===== src/rtl/alu_pkg.sv =====
package alu_pkg;
  localparam int unsigned SEL_W = 4;
  typedef logic [SEL_W-1:0] fsel_t;
  localparam fsel_t SEL_PASS_A = 4'hF;
  localparam fsel_t SEL_PASS_B = 4'hA;
  localparam fsel_t SEL_SUB    = 4'h6;
  localparam fsel_t SEL_FIRST  = 4'h0;
endpackage


===== src/rtl/alu_oper_reg.sv =====
module alu_oper_reg #(
  parameter int unsigned W = 8
) (
  input  logic         clk,
  input  logic         rst_n,
  input  logic         load,
  input  logic [W-1:0] d,
  output logic [W-1:0] q
);
  logic [W-1:0] q_nxt;

  always_comb begin
    q_nxt = q;
    if (load) q_nxt = d;
  end

  always_ff @(posedge clk or negedge rst_n) begin
    if (!rst_n) q <= '0;
    else        q <= q_nxt;
  end
endmodule


===== src/rtl/alu_term_gen.sv =====
module alu_term_gen #(
  parameter int unsigned W = 8
) (
  input  logic [W-1:0]         a,
  input  logic [W-1:0]         b,
  input  alu_pkg::fsel_t       fsel,
  output logic [W-1:0]         x,
  output logic [W-1:0]         y
);
  // Per-bit propagate-style term x and generate-style term y
  for (genvar i = 0; i < W; i++) begin : g_bit
    always_comb begin
      x[i] = a[i] | (b[i] & fsel[0]) | (~b[i] & fsel[1]);
      y[i] = (a[i] & b[i] & fsel[3]) | (a[i] & ~b[i] & fsel[2]);
    end
  end
endmodule


===== src/rtl/alu_core.sv =====
module alu_core #(
  parameter int unsigned W = 8
) (
  input  logic [W-1:0] x,
  input  logic [W-1:0] y,
  input  logic         mode_logic,
  input  logic         carry_n,
  output logic [W-1:0] f,
  output logic         cout_n,
  output logic         ones
);
  localparam int unsigned SW = W + 1;
  logic [SW-1:0] sum;
  logic [SW-1:0] cin_ext;
  logic [W-1:0]  lgc;

  always_comb begin
    cin_ext = {{W{1'b0}}, ~carry_n};
    sum     = {1'b0, x} + {1'b0, y} + cin_ext;
    lgc     = ~(x ^ y);
    if (mode_logic) begin
      f      = lgc;
      cout_n = 1'b1;
    end else begin
      f      = sum[W-1:0];
      cout_n = ~sum[W];
    end
    ones = &f;
  end
endmodule


===== src/rtl/alu181_unit.sv =====
module alu181_unit #(
  parameter int unsigned W = 8
) (
  input  logic                 clk,
  input  logic                 rst_n,
  input  logic [W-1:0]         bus_data,
  input  logic                 ld_a,
  input  logic                 ld_b,
  input  logic                 mode_logic,
  input  logic                 carry_n,
  input  logic [3:0]           fsel,
  output logic [W-1:0]         result,
  output logic                 carry_out_n,
  output logic                 all_ones
);
  import alu_pkg::*;

  localparam logic [W-1:0] ALL1 = {W{1'b1}};

  logic         rst_meta_n, rst_sync_n;
  logic [W-1:0] opa, opb, tx, ty;

  // Reset: asserted asynchronously, released on the clock
  always_ff @(posedge clk or negedge rst_n) begin
    if (!rst_n) begin
      rst_meta_n <= 1'b0;
      rst_sync_n <= 1'b0;
    end else begin
      rst_meta_n <= 1'b1;
      rst_sync_n <= rst_meta_n;
    end
  end

  alu_oper_reg #(.W(W)) i_reg_a (
    .clk(clk), .rst_n(rst_sync_n), .load(ld_a), .d(bus_data), .q(opa)
  );
  alu_oper_reg #(.W(W)) i_reg_b (
    .clk(clk), .rst_n(rst_sync_n), .load(ld_b), .d(bus_data), .q(opb)
  );

  p_load_a_r2: assert property (@(posedge clk) disable iff (!rst_sync_n)
    ld_a |=> (opa == $past(bus_data)));
  p_hold_b_r2: assert property (@(posedge clk) disable iff (!rst_sync_n)
    !ld_b |=> $stable(opb));

  alu_term_gen #(.W(W)) i_terms (
    .a(opa), .b(opb), .fsel(fsel), .x(tx), .y(ty)
  );

  alu_core #(.W(W)) i_core (
    .x(tx), .y(ty), .mode_logic(mode_logic), .carry_n(carry_n),
    .f(result), .cout_n(carry_out_n), .ones(all_ones)
  );

  p_pass_a_r3: assert property (@(posedge clk) disable iff (!rst_sync_n)
    (mode_logic && fsel == SEL_PASS_A) |-> (result == opa));
  p_incr_r5: assert property (@(posedge clk) disable iff (!rst_sync_n)
    (!mode_logic && !carry_n && fsel == SEL_FIRST) |-> (result == opa + 1'b1));
  p_incr_cout_r6: assert property (@(posedge clk) disable iff (!rst_sync_n)
    (!mode_logic && !carry_n && fsel == SEL_FIRST) |-> (carry_out_n == (opa != ALL1)));
  p_logic_cout_r7: assert property (@(posedge clk) disable iff (!rst_sync_n)
    mode_logic |-> carry_out_n);
  p_equal_r8: assert property (@(posedge clk) disable iff (!rst_sync_n)
    (!mode_logic && carry_n && fsel == SEL_SUB) |-> (all_ones == (opa == opb)));
endmodule


===== config.mk =====
export PLATFORM = sky130hd
export DESIGN_NAME = alu181_unit
export DESIGN_NICKNAME = d
export VERILOG_FILES = /design/src/rtl/alu_pkg.sv /design/src/rtl/alu_oper_reg.sv /design/src/rtl/alu_term_gen.sv /design/src/rtl/alu_core.sv /design/src/rtl/alu181_unit.sv
export SDC_FILE = /design/constraint.sdc
export NUM_CORES = 1
export LEC_CHECK = 0
export BUFFER_PORTS_ARGS = -buffer_cell sky130_fd_sc_hd__buf_4
export CAP_MARGIN = 30
export CORE_ASPECT_RATIO = 0.5
export CORE_MARGIN = 1.5
export CORE_UTILIZATION = 26
export CTS_BUF_LIST = sky130_fd_sc_hd__clkbuf_4 sky130_fd_sc_hd__clkbuf_8
export DETAILED_ROUTE_END_ITERATION = 12
export HOLD_SLACK_MARGIN = 0.02
export SYNTH_ARGS = -nofsm -noshare
export SYNTH_HDL_FRONTEND = slang
export SYNTH_HIERARCHICAL = 1
export SYNTH_SLANG_ARGS = --single-unit

===== constraint.sdc =====
create_clock -name clk -period 4.2 [get_ports clk]
set_clock_uncertainty 0.1 [all_clocks]
set_input_delay 0.63 -clock clk [delete_from_list [all_inputs] [get_ports clk]]
set_output_delay 0.63 -clock clk [all_outputs]
set_load 0.005 [all_outputs]

==> impl_metrics.tcl <==
set metrics [dict create \
    portBuffers 27 \
    hpwl_um 2280 \
    slew_violations 0 \
    cts_root_buf "clkbuf_8" \
    ys_seq_area_share_pct 31.4 \
    postCtsSetupRepairBufs 0 \
    design.core.area_mm2 0.00511 \
    grt_max_degree 17 \
    rsz0062_at_grt "false" \
    synth-seq-cells 18 \
    grtUsageTotal_pct 9.69 \
    die_h_um 55.5 \
    crit_type "input pin to primary output" \
    crit_fanout 8 \
    drc_errors 0 \
    min_period_ns 3.65 \
    via_per_inst 4.52 \
    hold_viol_final 0 \
    status "finished clean" \
    dieWidth_um 108 \
    die_area_mm2 0.00600 \
    syn_avg_cell_area_um2 11.0 \
    final_common_cell "buf_4" \
    post-route-period-util_pct 86.9 \
    seqCellArea_um2 450 \
    setup_viol 0 \
    synth_cell_types 37 \
    irDropWorstVdd_mv 0.125 \
    grt.overflow.total 0 \
    cts_made_buffers 3 \
    synthCells 130 \
    synth_top_area_cell "dfrtp_1" \
    wl_per_cell_um 12.2 \
    vias 1017 \
    relSlewSlack_pct 59.6 \
    postSynthNetCount 158 \
    antenna_found_initial 0 \
    critPathArrivalTime_ns 2.92 \
    synth_area_leaders "dfrtp_1 (31%), mux2_4 (17%), nor2b_1 (7.9%)" \
    synth_top_cell_area_share_pct 31.4 \
    final_area_mm2 0.00173 \
    syn_to_final_growth_pct 20.5 \
    p_leak_nw 0.813 \
    cts.path.max_buffers 2 \
    antenna_cells 0 \
    fin_setup_tns_ns 0 \
    initial_core_util_pct 28.0 \
    ios 28 \
    drive_gt1_share_pct 32.3 \
    ctsHoldBuffers 0 \
    fmax_ghz 0.274 \
    drt_iter0_markers 15 \
    yosys_warnings 6 \
    dr.pass1.iters 4 \
    path_clk_slew_ns 0.06 \
    clock_sinks 18 \
    tightest_slew_ns 0.606 \
    maxCapViolCount 0 \
    syn_area_mm2 0.00143 \
    routed_wl_um 2750 \
    finalNetCount 185 \
    fillers 506 \
    cts_tree "done" \
    mostFrequentLayoutCells "buf_4 (27), nor2b_1 (18), dfrtp_1 (18)" \
    worstPathRequired_ns 3.47 \
    power_density_mw_per_mm2 331 \
    hold_class "input pin to asynchronous set/reset pin" \
    clk_latency_ns 0.24 \
    cp-end-kind "primary output" \
    startpoint_type "input pin" \
    multi_input_area_um2 931 \
    grt_pass1_wl_um 4640 \
    cts_resized 0 \
    num_rows 18 \
    placed_cell_area_mm2 0.00169 \
    grt_pass1_vias 1001 \
    htree_levels 1 \
    gp_congestion 0.783 \
    ant_nets 0 \
]
-- power breakdown --
group | internal [W] | switching, W | total (W)
combinational | 0.000143 | 0.000106 | 0.000249
sequential | 0.000190 | 0.0000207 | 0.000211
clock | 0.0000634 | 0.0000483 | 0.000112
total | 0.000396 | 0.000175 | 0.000571
-- per-stage QoR --
step	total power, W	cells	hold WS, ns	util (%)	setup WS [ns]
2_1_floorplan	0.000376	130	0.0998	-	0.738
5_1_grt	0.000614	225	0.0469	33.8	0.376
6_report	0.000571	225	0.0583	33.8	0.549
3_5_place_dp	0.000464	222	0.179	33.0	0.545
4_1_cts	0.000577	225	0.0550	33.8	0.543
3_3_place_gp	0.000460	222	0.158	33.0	0.602
-- synthesized netlist by cell type (all sizes together) --
master and n:
dfrtp 18, nor2b 18, mux2 16, mux2i 10, a211o 8, ha 8
a21oi 5, o21ai 5, buf 4, inv 4, nor2 4, nor3 3
xnor2 3, fa 2, nand3b 2, o21a 2, or2 2, a211oi 1
a21boi 1, a21o 1, a31oi 1, and2 1, and3 1, and4 1
and4b 1, clkbuf 1, conb 1, nand2 1, nand2b 1, o21bai 1
o221a 1, or4 1, xor2 1
-- worst max-delay path: stages --
cell and delay, ns:
buf_4 0.13, mux2i_1 0.08, nor2b_1 0.16, inv_1 0.08, fa_1 0.45, fa_1 0.38, nand3b_1 0.19, nand3b_1 0.11
xor2_1 0.20, and4b_1 0.23, and4_1 0.19, buf_4 0.10
-- cell type report --
cell class / count / share of cell area [%]
inverter: 4 / 0.869
clock buffer: 3 / 2.39
tap: 70 / 5.07
multi-input combinational: 103 / 53.9
sequential: 18 / 26.1
timing repair buffer: 27 / 11.7
-- path summary, 6_finish.rpt --
kind	cells past startpoint	slack, ns	to	start
max	12	0.55	all_ones	fsel[3]
min	1	0.06	rst_meta_n	rst_n
max reg2reg	1	3.27	i_reg_b/q[0]	i_reg_b/q[0]
min reg2reg	0	0.15	i_reg_a/q[0]	rst_sync_n
max in group asynchronous	0	3.46	i_reg_a/q[2]	rst_sync_n
min in group clk	0	0.26	rst_sync_n	rst_meta_n
-- cells by family (layout without fill, tap and decap cells) --
family	count (synthesis)	after routing	share of synthesized area, %
mux	26	26	23.7
compound gates	26	26	13.1
flops	18	18	31.4
other cells	1	1	0.262
buf+inv	9	34	3.66
fa+ha+maj	10	10	9.77
xor+xnor	4	4	2.44
simple gates	36	36	15.6
-- routing by layer --
layer  vias to the layer above  GRT usage [%]  routed length [um]  part of all wire [%]
li1                        523              -                   -                     -
met1                       483           14.4                1520                    55
met2                         9           14.6                1170                    42
met3                         2          0.826                  31                   1.1
met4                         0           3.38                  27                  0.98
met5                         -              0                   0                     0
-- state kept, by name (all words and copies together) (netlist names) --
name	count
i_reg_a/q	8
rst_sync_n	1
i_reg_b/q	8
rst_meta_n	1
No activity file was read; power rests on OpenSTA's default activity.
